**config.mk**
```make
export PLATFORM = sky130hd
export DESIGN_NAME = dual_req_intc
export DESIGN_NICKNAME = d
export VERILOG_FILES = /design/src/rtl/intc_pkg.sv /design/src/rtl/intc_sync.sv /design/src/rtl/intc_ctrl.sv /design/src/rtl/intc_datapath.sv /design/src/rtl/dual_req_intc.sv
export SDC_FILE = /design/constraint.sdc
export NUM_CORES = 1
export LEC_CHECK = 0
export BUFFER_PORTS_ARGS = -buffer_cell sky130_fd_sc_hd__buf_4
export CAP_MARGIN = 20
export CORE_ASPECT_RATIO = 2
export CORE_MARGIN = 5
export CORE_UTILIZATION = 50
export DETAILED_ROUTE_END_ITERATION = 8
export PLACE_DENSITY = 0.75
export SETUP_SLACK_MARGIN = 0.1
export SLEW_MARGIN = 20
export SYNTH_ARGS = -nofsm -noshare
export SYNTH_HDL_FRONTEND = slang
export SYNTH_SLANG_ARGS = --single-unit
```
**constraint.sdc**
```tcl
create_clock -name clk -period 3.09 [get_ports clk]
set_input_delay 0.618 -clock clk [delete_from_list [all_inputs] [get_ports clk]]
set_output_delay 0.618 -clock clk [all_outputs]
set_load 0.05 [all_outputs]
```
**src/rtl/intc_pkg.sv**
```systemverilog
package intc_pkg;

  localparam logic [7:0] OFF_CFG0_SET = 8'h40;
  localparam logic [7:0] OFF_CFG0_CLR = 8'h44;
  localparam logic [7:0] OFF_CFG1_SET = 8'h48;
  localparam logic [7:0] OFF_CFG1_CLR = 8'h4C;
  localparam logic [7:0] OFF_CFG2_SET = 8'h50;
  localparam logic [7:0] OFF_CFG2_CLR = 8'h54;
  localparam logic [7:0] OFF_SRC_SET  = 8'h58;
  localparam logic [7:0] OFF_SRC_CLR  = 8'h5C;
  localparam logic [7:0] OFF_ASG_SET  = 8'h60;
  localparam logic [7:0] OFF_ASG_CLR  = 8'h64;
  localparam logic [7:0] OFF_WAKE_SET = 8'h68;
  localparam logic [7:0] OFF_WAKE_CLR = 8'h6C;
  localparam logic [7:0] OFF_MASK_SET = 8'h70;
  localparam logic [7:0] OFF_MASK_CLR = 8'h74;
  localparam logic [7:0] OFF_RISE     = 8'h78;
  localparam logic [7:0] OFF_FALL     = 8'h7C;
  localparam logic [7:0] OFF_TEST     = 8'h80;

  localparam int NUM_PLANES = 3;

  // Trigger codes, {plane2, plane1, plane0}
  localparam logic [2:0] TRIG_NONE = 3'b000;
  localparam logic [2:0] TRIG_RISE = 3'b001;
  localparam logic [2:0] TRIG_FALL = 3'b010;
  localparam logic [2:0] TRIG_BOTH = 3'b011;
  localparam logic [2:0] TRIG_HIGH = 3'b101;
  localparam logic [2:0] TRIG_LOW  = 3'b110;

  typedef enum logic [3:0] {
    RD_ZERO, RD_CFG0, RD_CFG1, RD_CFG2, RD_PEND0, RD_SRC, RD_PEND1,
    RD_ASG, RD_WAKE, RD_MASK, RD_RISE, RD_FALL, RD_TEST
  } rd_sel_e;

  typedef struct packed {
    logic [NUM_PLANES-1:0] cfgSet;
    logic [NUM_PLANES-1:0] cfgClr;
    logic    srcSet;
    logic    srcClr;
    logic    asgSet;
    logic    asgClr;
    logic    wakeSet;
    logic    wakeClr;
    logic    maskSet;
    logic    maskClr;
    logic    riseClr;
    logic    fallClr;
    logic    testWr;
    logic    rdEn;
    rd_sel_e rdSel;
  } strobe_t;

endpackage

```
**src/rtl/intc_sync.sv**
```systemverilog
module intc_sync #(
  parameter int WIDTH  = 32,
  parameter int STAGES = 2
) (
  input  logic             clk,
  input  logic             rstN,
  input  logic [WIDTH-1:0] asyncIn,
  output logic [WIDTH-1:0] syncOut
);
  logic [STAGES-1:0][WIDTH-1:0] pipe;

  for (genvar s = 0; s < STAGES; s++) begin : g_stage
    if (s == 0) begin : g_first
      always_ff @(posedge clk) begin
        if (!rstN) pipe[s] <= '0;
        else       pipe[s] <= asyncIn;
      end
    end else begin : g_rest
      always_ff @(posedge clk) begin
        if (!rstN) pipe[s] <= '0;
        else       pipe[s] <= pipe[s-1];
      end
    end
  end

  assign syncOut = pipe[STAGES-1];
endmodule

```
**src/rtl/intc_ctrl.sv**
```systemverilog
module intc_ctrl
  import intc_pkg::*;
#(
  parameter int ADDR_W = 8
) (
  input  logic              busWe,
  input  logic              busRe,
  input  logic [ADDR_W-1:0] busAddr,
  output strobe_t           strobe
);
  always_comb begin
    strobe       = '0;
    strobe.rdSel = RD_ZERO;
    if (busWe) begin
      case (busAddr)
        ADDR_W'(OFF_CFG0_SET): strobe.cfgSet[0] = 1'b1;
        ADDR_W'(OFF_CFG0_CLR): strobe.cfgClr[0] = 1'b1;
        ADDR_W'(OFF_CFG1_SET): strobe.cfgSet[1] = 1'b1;
        ADDR_W'(OFF_CFG1_CLR): strobe.cfgClr[1] = 1'b1;
        ADDR_W'(OFF_CFG2_SET): strobe.cfgSet[2] = 1'b1;
        ADDR_W'(OFF_CFG2_CLR): strobe.cfgClr[2] = 1'b1;
        ADDR_W'(OFF_SRC_SET):  strobe.srcSet    = 1'b1;
        ADDR_W'(OFF_SRC_CLR):  strobe.srcClr    = 1'b1;
        ADDR_W'(OFF_ASG_SET):  strobe.asgSet    = 1'b1;
        ADDR_W'(OFF_ASG_CLR):  strobe.asgClr    = 1'b1;
        ADDR_W'(OFF_WAKE_SET): strobe.wakeSet   = 1'b1;
        ADDR_W'(OFF_WAKE_CLR): strobe.wakeClr   = 1'b1;
        ADDR_W'(OFF_MASK_SET): strobe.maskSet   = 1'b1;
        ADDR_W'(OFF_MASK_CLR): strobe.maskClr   = 1'b1;
        ADDR_W'(OFF_RISE):     strobe.riseClr   = 1'b1;
        ADDR_W'(OFF_FALL):     strobe.fallClr   = 1'b1;
        ADDR_W'(OFF_TEST):     strobe.testWr    = 1'b1;
        default: ;
      endcase
    end
    if (busRe) begin
      strobe.rdEn = 1'b1;
      case (busAddr)
        ADDR_W'(OFF_CFG0_SET): strobe.rdSel = RD_CFG0;
        ADDR_W'(OFF_CFG1_SET): strobe.rdSel = RD_CFG1;
        ADDR_W'(OFF_CFG2_SET): strobe.rdSel = RD_CFG2;
        ADDR_W'(OFF_CFG2_CLR): strobe.rdSel = RD_PEND0;
        ADDR_W'(OFF_SRC_SET):  strobe.rdSel = RD_SRC;
        ADDR_W'(OFF_SRC_CLR):  strobe.rdSel = RD_PEND1;
        ADDR_W'(OFF_ASG_SET):  strobe.rdSel = RD_ASG;
        ADDR_W'(OFF_WAKE_SET): strobe.rdSel = RD_WAKE;
        ADDR_W'(OFF_MASK_SET): strobe.rdSel = RD_MASK;
        ADDR_W'(OFF_RISE):     strobe.rdSel = RD_RISE;
        ADDR_W'(OFF_FALL):     strobe.rdSel = RD_FALL;
        ADDR_W'(OFF_TEST):     strobe.rdSel = RD_TEST;
        default:               strobe.rdSel = RD_ZERO;
      endcase
    end
  end
endmodule

```
**src/rtl/intc_datapath.sv**
```systemverilog
module intc_datapath
  import intc_pkg::*;
#(
  parameter int NUM_SRC     = 32,
  parameter int SYNC_STAGES = 2
) (
  input  logic               clk,
  input  logic               rstN,
  input  strobe_t            strobe,
  input  logic [NUM_SRC-1:0] wData,
  input  logic [NUM_SRC-1:0] srcIn,
  output logic [NUM_SRC-1:0] rData,
  output logic [1:0]         reqOut,
  output logic               wakeOut,
  output logic [NUM_SRC-1:0] maskState,
  output logic [NUM_SRC-1:0] wakeState,
  output logic [NUM_SRC-1:0] asgState,
  output logic [NUM_SRC-1:0] cfg0State
);
  localparam logic [NUM_SRC-1:0] ALL_ONES = '1;

  logic [NUM_PLANES-1:0][NUM_SRC-1:0] cfgQ;
  logic [NUM_SRC-1:0] srcQ, asgQ, wakeQ, maskQ, testQ;
  logic [NUM_SRC-1:0] riseQ, fallQ, prevQ, lvl;
  logic [NUM_SRC-1:0] riseEv, fallEv, cond, active, pend0, pend1;
  logic [NUM_SRC-1:0] rdMux;

  function automatic logic [NUM_SRC-1:0] setClr(
    input logic [NUM_SRC-1:0] q, input logic doSet, input logic doClr,
    input logic [NUM_SRC-1:0] d);
    logic [NUM_SRC-1:0] r;
    r = q;
    if (doSet) r = r | d;
    if (doClr) r = r & ~d;
    return r;
  endfunction

  // trigger code bit-planes
  for (genvar p = 0; p < NUM_PLANES; p++) begin : g_plane
    always_ff @(posedge clk) begin
      if (!rstN) cfgQ[p] <= '0;
      else       cfgQ[p] <= setClr(cfgQ[p], strobe.cfgSet[p], strobe.cfgClr[p], wData);
    end
  end

  always_ff @(posedge clk) begin
    if (!rstN) begin
      srcQ  <= ALL_ONES;
      asgQ  <= '0;
      wakeQ <= '0;
      maskQ <= '0;
      testQ <= '0;
    end else begin
      srcQ  <= setClr(srcQ, strobe.srcSet, strobe.srcClr, wData);
      asgQ  <= setClr(asgQ, strobe.asgSet, strobe.asgClr, wData);
      wakeQ <= setClr(wakeQ, strobe.wakeSet | strobe.maskSet, strobe.wakeClr, wData);
      maskQ <= setClr(maskQ, strobe.maskSet, strobe.maskClr, wData);
      if (strobe.testWr) testQ <= wData;
    end
  end

  // input synchronisation and edge capture
  intc_sync #(.WIDTH(NUM_SRC), .STAGES(SYNC_STAGES)) u_sync (
    .clk(clk), .rstN(rstN), .asyncIn(srcIn), .syncOut(lvl)
  );

  assign riseEv = lvl & ~prevQ;
  assign fallEv = ~lvl & prevQ;

  always_ff @(posedge clk) begin
    if (!rstN) begin
      prevQ <= '0;
      riseQ <= '0;
      fallQ <= '0;
    end else begin
      prevQ <= lvl;
      riseQ <= (riseQ & ~(strobe.riseClr ? wData : '0)) | riseEv;
      fallQ <= (fallQ & ~(strobe.fallClr ? wData : '0)) | fallEv;
    end
  end

  // per-source trigger evaluation
  for (genvar i = 0; i < NUM_SRC; i++) begin : g_src
    logic [2:0] code;
    assign code = {cfgQ[2][i], cfgQ[1][i], cfgQ[0][i]};
    always_comb begin
      case (code)
        TRIG_RISE: cond[i] = riseQ[i];
        TRIG_FALL: cond[i] = fallQ[i];
        TRIG_BOTH: cond[i] = riseQ[i] | fallQ[i];
        TRIG_HIGH: cond[i] = lvl[i];
        TRIG_LOW:  cond[i] = ~lvl[i];
        default:   cond[i] = 1'b0;
      endcase
    end
  end

  assign active  = cond & maskQ;
  assign pend0   = active & asgQ;
  assign pend1   = active & ~asgQ;
  assign reqOut  = {|pend1, |pend0};
  assign wakeOut = |(cond & wakeQ);

  // read path
  always_comb begin
    case (strobe.rdSel)
      RD_CFG0:  rdMux = cfgQ[0];
      RD_CFG1:  rdMux = cfgQ[1];
      RD_CFG2:  rdMux = cfgQ[2];
      RD_PEND0: rdMux = pend0;
      RD_SRC:   rdMux = srcQ;
      RD_PEND1: rdMux = pend1;
      RD_ASG:   rdMux = asgQ;
      RD_WAKE:  rdMux = wakeQ;
      RD_MASK:  rdMux = maskQ;
      RD_RISE:  rdMux = riseQ;
      RD_FALL:  rdMux = fallQ;
      RD_TEST:  rdMux = testQ;
      default:  rdMux = '0;
    endcase
  end

  always_ff @(posedge clk) begin
    if (!rstN)            rData <= '0;
    else if (strobe.rdEn) rData <= rdMux;
  end

  assign maskState = maskQ;
  assign wakeState = wakeQ;
  assign asgState  = asgQ;
  assign cfg0State = cfgQ[0];
endmodule

```
**src/rtl/dual_req_intc.sv**
```systemverilog
module dual_req_intc
  import intc_pkg::*;
#(
  parameter int NUM_SRC     = 32,
  parameter int ADDR_W      = 8,
  parameter int SYNC_STAGES = 2
) (
  input  logic               clk,
  input  logic               rstN,
  input  logic [ADDR_W-1:0]  busAddr,
  input  logic               busWe,
  input  logic [NUM_SRC-1:0] busWdata,
  input  logic               busRe,
  output logic [NUM_SRC-1:0] busRdata,
  input  logic [NUM_SRC-1:0] srcIn,
  output logic [1:0]         reqOut,
  output logic               wakeOut
);
  strobe_t strobe;
  logic [NUM_SRC-1:0] maskQ, wakeQ, asgQ, cfg0Q;

  intc_ctrl #(.ADDR_W(ADDR_W)) u_ctrl (
    .busWe(busWe), .busRe(busRe), .busAddr(busAddr), .strobe(strobe)
  );

  intc_datapath #(.NUM_SRC(NUM_SRC), .SYNC_STAGES(SYNC_STAGES)) u_dp (
    .clk(clk), .rstN(rstN), .strobe(strobe), .wData(busWdata), .srcIn(srcIn),
    .rData(busRdata), .reqOut(reqOut), .wakeOut(wakeOut),
    .maskState(maskQ), .wakeState(wakeQ), .asgState(asgQ), .cfg0State(cfg0Q)
  );
endmodule

```
==> results.ini, run 1 <==
[setup_path]
crit_fanout=6
cpLargestDelayFamily=simple AND/OR/NAND/NOR gates
cp_num_buf_inv=1
worstPathCellList=nor3b_1, o21a_1, o21ai_0, nand2_1, a221oi_2, nand3_1, or4_4, buf_8
cp.arrival_ns=2.93
cp-start-kind=flop
path_class=reg -> out
critPathCaptureType=output port
max_stage_delay_ns=0.57
crit_required_ns=2.47
cp_slowest_cell=or4_4

[sta]
rsz0062_at_grt=true
timing.fmax_mhz=282
tightest_slew_ns=0.740
clock_skew_ns=0.0226
setup_viol=3
period_share_pct=115
worst_slew_margin_rel_pct=50.7
post-route-worst-setup-slack_ns=-0.457
slew_violations=0
tns_ns=-1.00
hold_viol=0
min_period_ns=3.55

[route]
wl_mm=83.2
drcViolationCount=0
via_per_inst=6.49
drt_iter0_drc=2737
postRouteAntennaNets=0
dr.pass1.iters=9
vias=21000
wl_per_cell_um=25.7

[clocking]
cts_tree=yes
cts.hold.buffers_added=0
cts.clk_slew.worst_paths_ns=0.06
clock_sinks=448
cts_buffer_depth=3
clk_root_buffer_cell=clkbuf_16
clk_latency_ns=0.56
htree_levels=2
cts_buffers=42

[logic_synthesis]
synth_ff_type=dfxtp_1
async_reset_ff_share_pct=0
syn_nets=2602
netlist_instances=2526
ys_top_cells_by_count=dfxtp_1, a21oi_1, nand2_1, a211oi_1, nor2_1
yosysWarningCount=0
synth_top_cell_area_share_pct=43.0
synthTopCellsByArea=dfxtp_1, a21oi_1, a211oi_1
synth_largest_area_cell=dfxtp_1
yosysMostFrequentCell=dfxtp_1
syn_area_um2=20900
synth_seq_area_share_pct=43.0
avgSynthCellArea_um2=8.26
synth_edf_count=0
ys_types=87
ys_ff_latch=448

[global_route]
antenna_found_initial=0
grt_pass1_wl_mm=124
grt_util_all_layers_pct=34.7
grt_max_degree=84
grt_pass1_vias=20100
grt_remaining_overflow=0

[place]
port-buffer-count=110
globalplace.congestion=1.11
place_inst=3159
dp_hpwl_mm=57.0

[die]
core-area_um2=41500
die_h_um=299
ios=111
start_util_pct=50.2
row_count=106
die_w_um=154
dieArea_um2=46100

[layout]
n_antenna_cell=0
area_delta_synth_final_pct=19.5
drive_gt1_share_pct=18.1
fin_cells=3237
final_nets=2741
fillers=3701

[power_and_ir_drop]
powerDensity_nw_per_um2=497
worst_ir_drop_vdd_v=0.000620
total_power_uw=12400
power.leakage_uw=0.00897

[outcome]
outcome=finished, violations left
violations=setup timing

[min_path]
hp-class=in -> reg

[run]
maxCapViolCount=0

-- final cells by class --
type,count,area (µm²),share of cell area [%]
Clock buffer,63,1280,5.14
Clock inverter,13,176,0.708
Inverter,49,191,0.768
Sequential cell,448,9000,36.1
Timing Repair Buffer,313,2600,10.4
Tap cell,540,676,2.71
Multi-Input combinational cell,1811,11000,44.1
-- repair_timing --
item / CTS / global route
pin swaps: 11 / 11
endpoints found under the hold margin: 0 / 0
setup buffers: 2 / 0
gates resized for setup: 68 / 16
endpoints found under the setup margin: 3 / 3
-- cell families after synthesis --
logic type                count (synthesis)  synth area share [%]
and+or+nand+nor                         803                  19.4
xor gates and xnor gates                  4                 0.168
AOI/OAI and AO/OA                       951                  29.4
muxes                                    53                  2.62
DFF                                     448                  43.0
buffers and inverters                   267                  5.39
-- stage by stage --
stage	utilization, %	setup slack [ns]	instance area [µm²]	hold slack (ns)
floorplan	-	0.188	20900	0.412
global placement	56.0	0.0226	23200	0.414
detailed placement	56.0	0.0321	23200	0.418
CTS	59.9	-0.375	24900	0.251
global route	60.0	-0.454	24900	0.264
finish	60.0	-0.457	24900	0.263
-- layout by cell type (no fill, tap or decap), types with 22 or more instances in the layout --
cell,instances
dfxtp_1,426
a21oi_1,390
buf_4,291
nand2_1,281
a211oi_1,195
and2_1,135
nor2_1,133
nor2b_1,93
o21ai_0,78
inv_1,46
o22ai_1,44
clkbuf_16,43
mux2i_1,40
a22o_1,31
nand3_1,26
a22oi_1,24
a221oi_1,22
dfxtp_2,22
-- where the power goes --
| part | total [µW] | switching (µW) | internal, µW |
|---|---|---|---|
| Clock | 5530 | 2330 | 3210 |
| Sequential | 5950 | 76.4 | 5880 |
| Combinational | 907 | 582 | 324 |
| Total | 12400 | 2990 | 9410 |
-- routing by layer --
| metal | wire length (µm) | track usage, % | up-vias |
|---|---|---|---|
| met1 | 29100 | 41.2 | 9773 |
| met4 | 8110 | 27.1 | 0 |
| met2 | 37000 | 53.8 | 1390 |
| met3 | 8910 | 7.58 | 421 |
| met5 | 0 | 0 | - |
| li1 | - | - | 9414 |
-- final timing paths --
| kind | startpoint | slack (ns) | to | cells past startpoint |
|---|---|---|---|---|
| max | flop | -0.46 | wakeOut | 8 |
| min | srcIn[7] | 0.26 | u_dp.u_sync.pipe[7] | 2 |
| max reg2reg | u_dp.u_sync.syncOut[30] | 1.13 | u_dp.rData[30] | 7 |
| min reg2reg | u_dp.u_sync.pipe[30] | 0.42 | u_dp.u_sync.syncOut[30] | 1 |
Note: power is estimated with default switching activity, not from simulation.
==> run 2, diff against run 1 <==
--- a/config.mk
+++ b/config.mk
@@ -8,7 +8,6 @@
 export BUFFER_PORTS_ARGS = -buffer_cell sky130_fd_sc_hd__buf_4
 export CAP_MARGIN = 20
 export CORE_ASPECT_RATIO = 2
-export CORE_MARGIN = 5
 export CORE_UTILIZATION = 50
 export DETAILED_ROUTE_END_ITERATION = 8
 export PLACE_DENSITY = 0.75
==> results.ini, run 2 (synthesis gave the netlist of run 1 again) <==
[clocking]
cts_tree=yes
clk_root_buffer_cell=clkbuf_16
clock_sinks=448
clk_latency_ns=0.56
cts_buffer_depth=3
htree_levels=2
cts_buffers=41
cts.hold.buffers_added=0
cts.clk_slew.worst_paths_ns=0.07

[die]
die_w_um=146
ios=111
row_count=105
dieArea_um2=42600
start_util_pct=50.7
core-area_um2=41100
die_h_um=291

[route]
wl_per_cell_um=27.5
dr.pass1.iters=5
drcViolationCount=0
wl_mm=89.1
vias=21400
postRouteAntennaNets=0
drt_iter0_drc=2098
via_per_inst=6.62

[layout]
drive_gt1_share_pct=18.9
area_delta_synth_final_pct=19.7
final_area_um2=25000
mostFrequentLayoutCells=dfxtp_1, a21oi_1, buf_4
layout_commonest_cell=dfxtp_1
final_nets=2753

[run]
maxCapViolCount=0

[min_path]
hp-class=in -> reg

[setup_path]
cp-start-kind=flop
crit_top_cell=nand2_1
cp.arrival_ns=2.85
crit_fanout=6
worstPathCellList=nand2_1, o22ai_1, a22o_4, a22oi_2, nand2_1, a2111o_1, or4_4, buf_8
critPathCaptureType=output port
cp_slowest_cell=or4_4
max_stage_delay_ns=0.56
path_class=reg -> out
crit_required_ns=2.47

[sta]
setup_viol=3
timing.fmax_mhz=288
post-route-worst-setup-slack_ns=-0.381
slew_violations=0
min_period_ns=3.47
hold_viol=0
period_share_pct=112
worst_slew_margin_rel_pct=39.7
rsz0062_at_grt=true
tns_ns=-1.02
clock_skew_ns=0.0172
tightest_slew_ns=0.894

[place]
place_ws_ns=-0.195
dp_hpwl_mm=61.8
globalplace.congestion=1.04
port-buffer-count=110
postPlaceCellArea_um2=23300

[power_and_ir_drop]
power.leakage_uw=0.00903
worst_ir_drop_vdd_v=0.000429
powerDensity_nw_per_um2=490

[global_route]
grt_util_all_layers_pct=41.4
grt_remaining_overflow=0
grt_pass1_wl_mm=132
grt_pass1_vias=21000
grt_max_degree=147
antenna_found_initial=1

[outcome]
outcome=finished, violations left
violations=setup timing

-- run 2: critical path, delay by kind of cell, from the launching register on --
kind                   cells  cell delay, ns
AO/OA/AOI/OAI              4            1.05
AND/OR/NAND/NOR            3            0.71
flip-flops                 1            0.38
buffers and inverters      1            0.17
-- run 2: final timing paths --
kind,from,end,slack [ns],cells past startpoint
max,flop,wakeOut,-0.38,8
min,srcIn[23],u_dp.u_sync.pipe[23],0.26,2
max reg2reg,flop,u_dp.rData[7],0.95,7
min reg2reg,u_dp.u_sync.pipe[29],u_dp.u_sync.syncOut[29],0.43,1
-- run 2: per-layer routing --
metal	global-route usage (%)	part of all wire, %	vias up
met5	0	0.012	-
met4	39.3	11	2
met3	8.40	8.4	515
met2	67.7	47	1348
met1	44.2	34	10100
li1	-	-	9412
-- run 2: timing repair --
| item | CTS | global route |
|---|---|---|
| setup buffers | 4 | 0 |
| setup endpoints to repair | 3 | 3 |
| pin swaps | 25 | 6 |
| resized for setup | 83 | 25 |
-- run 2: power by group --
group          switching [µW]  internal [µW]  total, µW
Combinational             599            329        928
Clock                    2280           3060       5340
Sequential               77.4           5880       5950
-- run 2: metrics by stage --
| step | utilization, % | std cells | hold WS [ns] | total power (µW) |
|---|---|---|---|---|
| final | 60.7 | 3236 | 0.259 | 12200 |
| after global routing | 60.7 | 3235 | 0.262 | 12500 |
| after CTS | 60.5 | 3235 | 0.246 | 12200 |
| after detailed placement | 56.6 | 3165 | 0.421 | 6980 |
| after global placement | 56.6 | 3165 | 0.413 | 6970 |
| after floorplan | - | 2526 | 0.412 | 6610 |
-- run 2: area by class of cell --
class	count	area (µm²)
repair buffers	326	2660
inverters	49	191
clock buffers	52	1120
diodes	1	2.50
fillers	3579	16200
clock inverters	14	243
well taps	535	669
multi-input cells	1811	11100
flip-flops and latches	448	9010
